**src/rtl/muldiv_interlock.sv**
```systemverilog
module muldiv_interlock #(
  parameter int DIV_CYCLES = 37
) (
  input  logic        clk,
  input  logic        rst_n,
  input  logic        cmd_valid,
  input  logic [2:0]  cmd_op,
  input  logic [31:0] cmd_a,
  input  logic [31:0] cmd_b,
  input  logic        rd_req,
  input  logic        rd_sel,
  output logic        rd_valid,
  output logic [31:0] rd_data,
  output logic        busy
);
  localparam int CW = $clog2(DIV_CYCLES + 1);

  logic [31:0] hi_q, lo_q, rem_q, quo_q, dvs_q;
  logic [CW-1:0] cnt_q;
  logic [5:0] step_q;
  logic neg_quo_q, neg_rem_q;

  wire is_signed = ~cmd_op[0];
  wire [31:0] sra21 = 32'($signed(cmd_a) >>> 21);
  wire [31:0] size_src = is_signed ? (cmd_a ^ sra21) : cmd_a;
  wire [CW-1:0] mul_lat = (size_src[31:21] != 0) ? CW'(15) :
                          (size_src[20:10] != 0) ? CW'(11) : CW'(7);
  wire [63:0] ext_a = {{32{is_signed & cmd_a[31]}}, cmd_a};
  wire [63:0] ext_b = {{32{is_signed & cmd_b[31]}}, cmd_b};
  wire [63:0] prod  = ext_a * ext_b;

  wire [31:0] mag_a = (is_signed && cmd_a[31]) ? -cmd_a : cmd_a;
  wire [31:0] mag_b = (is_signed && cmd_b[31]) ? -cmd_b : cmd_b;

  wire [32:0] shl   = {rem_q, quo_q[31]};
  wire        take  = shl >= {1'b0, dvs_q};
  wire [31:0] sub   = shl[31:0] - dvs_q;
  wire [31:0] rem_n = take ? sub : shl[31:0];
  wire [31:0] quo_n = {quo_q[30:0], take};

  assign busy     = cnt_q != 0;
  assign rd_valid = rd_req & ~busy;
  assign rd_data  = rd_sel ? hi_q : lo_q;

  always_ff @(posedge clk or negedge rst_n) begin
    if (!rst_n) begin
      hi_q <= '0; lo_q <= '0; rem_q <= '0; quo_q <= '0; dvs_q <= '0;
      cnt_q <= '0; step_q <= '0; neg_quo_q <= 1'b0; neg_rem_q <= 1'b0;
    end else begin
      if (busy) cnt_q <= cnt_q - 1'b1;
      if (step_q != 0) begin
        rem_q  <= rem_n;
        quo_q  <= quo_n;
        step_q <= step_q - 1'b1;
        if (step_q == 6'd1) begin
          lo_q <= neg_quo_q ? -quo_n : quo_n;
          hi_q <= neg_rem_q ? -rem_n : rem_n;
        end
      end
      if (cmd_valid) begin
        case (cmd_op)
          3'd0, 3'd1: begin
            hi_q   <= prod[63:32];
            lo_q   <= prod[31:0];
            cnt_q  <= mul_lat;
            step_q <= '0;
          end
          3'd2, 3'd3: begin
            rem_q     <= '0;
            quo_q     <= mag_a;
            dvs_q     <= mag_b;
            neg_quo_q <= is_signed & (cmd_a[31] ^ cmd_b[31]);
            neg_rem_q <= is_signed & cmd_a[31];
            step_q    <= 6'd32;
            cnt_q     <= CW'(DIV_CYCLES);
          end
          3'd4: hi_q <= cmd_a;
          3'd5: lo_q <= cmd_a;
          default: ;
        endcase
      end
    end
  end

  assert_div_lands_before_close_R6: assert property (@(posedge clk) disable iff (!rst_n)
    $fell(busy) |-> step_q == 0);
  assert_mul_opens_window_R4: assert property (@(posedge clk) disable iff (!rst_n)
    (cmd_valid && cmd_op[2:1] == 2'b00) |=> busy);
  assert_load_lo_R11: assert property (@(posedge clk) disable iff (!rst_n)
    (cmd_valid && cmd_op == 3'd5) |=> lo_q == $past(cmd_a));
  assert_hold_while_waiting_R10: assert property (@(posedge clk) disable iff (!rst_n)
    (busy && !cmd_valid && step_q == 0) |=> ($stable(hi_q) && $stable(lo_q)));
  assert_countdown_R12: assert property (@(posedge clk) disable iff (!rst_n)
    (busy && !cmd_valid) |=> cnt_q == $past(cnt_q) - 1'b1);
endmodule

```
**config.mk**
```make
export PLATFORM = sky130hd
export DESIGN_NAME = muldiv_interlock
export DESIGN_NICKNAME = d
export VERILOG_FILES = /design/src/rtl/muldiv_interlock.sv
export SDC_FILE = /design/constraint.sdc
export NUM_CORES = 2
export LEC_CHECK = 0
export ABC_CLOCK_PERIOD_IN_PS = 6800
export BUFFER_PORTS_ARGS = -buffer_cell sky130_fd_sc_hd__buf_2
export CAP_MARGIN = 20
export CORE_MARGIN = 3
export CORE_UTILIZATION = 31
export CTS_CLUSTER_DIAMETER = 200
export CTS_CLUSTER_SIZE = 10
export DETAILED_ROUTE_END_ITERATION = 12
export SETUP_SLACK_MARGIN = 0.4
export SYNTH_ARGS = -nofsm -noshare
export SYNTH_HDL_FRONTEND = slang
export SYNTH_SLANG_ARGS = --single-unit
```
**constraint.sdc**
```tcl
create_clock -name clk -period 6.8 [get_ports clk]
set_input_delay 0.68 -clock clk [delete_from_list [all_inputs] [get_ports clk]]
set_output_delay 0.68 -clock clk [all_outputs]
set_load 0.005 [all_outputs]
```
==> results.ini <==
[run_status]
run_status=complete, but fails checks
failed_checks=setup timing

[timing]
maxSlewViolCount=0
timing.max_slew.rel_slack_pct=27.9
hold_ws_ps=296
fmax_ghz=0.129
timing.final.ws_setup_ps=-971
worst-slew-pin-transition_ps=1080
portion_of_the_clock_cycle_consumed_by_the_worst_path_in_the_final_layout_pct=114
unrepaired_setup_endpoints_after_global_routing=true
report.final.hold_viol_count=0
finalSetupTns_ps=-25150
post-route-min-period_ps=7770
fin_skew_ps=14.8
setup_viol_count_final=40

[floorplan]
floorplan.die.width_microns=414
die_height_microns=414
core_sq_mm=0.164
fp.dieArea_sq_mm=0.171
placement_rows=148
num_io_pins=106
initial_utilization_pct=31.4

[cells_and_area]
layout_commonest_cell=sky130_fd_sc_hd__inv_1
layout-drive-gt1-share_pct=19.6
syn2layout_area_growth_pct=21.3
layout.cells.most_common_list=sky130_fd_sc_hd__inv_1 (1142), sky130_fd_sc_hd__fa_1 (1078), sky130_fd_sc_hd__nand2_1 (876)
finalNetCount=7782
layout.cells.non_filler=8528

[grt]
grt_start_max_net_pins=97
grt_usage_pct=20.7
grt_antenna_before_repair=15
grt-ovfl-total=0
grt_pass1_vias=45600
grt_pass1_wl_microns=273000

[drt]
drt-pass1-iter-count=10
detail_route.iter0.violations=3695
post_detailed_route_drc_marker_count=0
viasPerCell=5.04
num_vias=43000
finalWirelength_microns=176000
wl_per_cell_microns=20.7
drtAntennaViolNets=0

[worst_setup_path]
worst_path_largest_cell_delay_ps=600
path_common_cell=sky130_fd_sc_hd__fa_1
critical_path.reg2reg.startpoint=rem_q[15]
timing.critical_path.slowest_stage_cell=sky130_fd_sc_hd__fa_1
worstRegToRegCells=14
critPathMaxFanout=7
path_delay_family=adder cells
total_buffers_and_inverters_traversed_by_the_critical_path=6
setup.worst_path.start_class=input port
reg2reg_setup_slack_ps=1380
cp_data_arrival_time_ps=8120
crit_type=in -> reg
critical_path_cell_count=28
critPathRequiredTime_ps=7150
critical_path.endpoint_type=flop
regToRegEndpoint=hi_q[20]

[placement]
place.gp.congestion=0.956
port_buffers=105
place.detailed.hpwl_microns=143000
place.detailed.instances=8393

[synth]
synthDominantCellAreaShare_pct=43.8
synthTopCellsByArea=sky130_fd_sc_hd__fa_1 (44%), sky130_fd_sc_hd__inv_1 (8.7%), sky130_fd_sc_hd__dfrtp_1 (8.5%)
post_synthesis_cell_area_sq_mm=0.0515
synth_fp_nets=7336
yosys.cell_types.count=89
synth_top_cell_by_area=sky130_fd_sc_hd__fa_1
number_of_enable_type_register_cells_in_the_synthesized_netlist=0
yosysWarnings=0
synth.ff_latch_count=174
synthCells=5885
synth_sequential_area_ratio_pct=8.45
synth-main-ff-cell=sky130_fd_sc_hd__dfrtp_1
synthesis.area_per_instance_sq_um=8.75
share_of_synthesized_flip_flops_with_an_asynchronous_set_or_reset_pct=100

[clocking]
cts_tree=done
cts_hold_repair.buffers=0
cts_num_sinks=174
clk_latency_ps=470
total_cts_buffers=17
cts.root.buffer_cell=sky130_fd_sc_hd__clkbuf_16
cts-htree-levels=4
cts_buffer_depth=2
worst_setup_hold_path_clk_slew_ps=80

[worst_hold_path]
hold_path_class=in -> async

[job]
drv_cap=0

==> state kept, by name, summed over array words and instances, names as in the netlist <==
| signal | count |
|---|---|
| lo_q | 32 |
| quo_q | 32 |
| step_q | 6 |
| neg_quo_q | 1 |
| neg_rem_q | 1 |
| dvs_q | 32 |
| cnt_q | 6 |
| hi_q | 32 |
| rem_q | 32 |
==> logic make-up after synthesis <==
kind of cell,Yosys count,share of synthesized area [%]
compound gates,698,8.97
xor+xnor,210,3.57
fa+ha+maj,1379,49.9
buf+inv,1580,11.6
flops,174,8.45
mux,72,1.52
simple gates,1772,16.0
==> per-layer routing <==
layer	routed length, microns	global-route usage [%]
met2	83200	34.0
met4	6760	6.76
met3	12700	3.42
met5	35	0
met1	73700	27.8
==> synthesized netlist by cell type, drive strengths merged (13+ instances only) <==
| cell | number |
|---|---|
| dfrtp | 174 |
| o211ai | 18 |
| inv | 1198 |
| nor2 | 233 |
| a21o | 46 |
| nand3 | 38 |
| xor2 | 84 |
| fa | 1126 |
| a211oi | 46 |
| o21a | 21 |
| or2 | 15 |
| nor3 | 49 |
| ha | 253 |
| clkbuf | 295 |
| and2 | 360 |
| a31oi | 51 |
| nand2b | 34 |
| a21oi | 133 |
| nand4 | 21 |
| or4 | 14 |
| mux2 | 38 |
| mux2i | 34 |
| o31ai | 30 |
| a22oi | 28 |
| o21ai | 180 |
| and3 | 14 |
| a222oi | 18 |
| nand2 | 903 |
| nor2b | 13 |
| xnor2 | 126 |
| or3 | 29 |
| buf | 86 |
==> worst max path at each step <==
stage / endpoint / slack, ps / from
finish: hi_q[29] / -970 / cmd_op[0]
global route: hi_q[29] / -1210 / cmd_op[0]
CTS: hi_q[25] / -910 / cmd_b[9]
detailed placement: hi_q[25] / -1850 / cmd_b[12]
global placement: hi_q[25] / -1780 / cmd_b[12]
floorplan: hi_q[29] / -1600 / cmd_a[31]
==> metrics by stage <==
stage | area, sq um | util [%] | setup slack [ps]
after floorplan | 53000 | - | -1600
after global placement | 58900 | 36.0 | -1780
after detailed placement | 58900 | 36.0 | -1850
after CTS | 61400 | 37.5 | -915
after global routing | 62500 | 38.1 | -1210
final | 62500 | 38.1 | -971
==> cell type report <==
class / count / area [sq um]
clock inverter: 13 / 133
antenna: 9 / 22.5
tap: 2175 / 2720
fill: 16300 / 101000
clock buffer: 19 / 443
timing repair buffer: 808 / 7410
sequential: 174 / 4350
multi-input combinational: 4131 / 42900
inverter: 1199 / 4510
==> timing repair <==
item,4_1_cts,5_1_grt
endpoints found under the setup margin,52,52
gates cloned,8,3
pin swaps,142,127
resized for setup,321,167
setup buffers,45,37
Power is not shown: default switching activity piles up to over one toggle a cycle in this logic, so the estimate is an artifact.
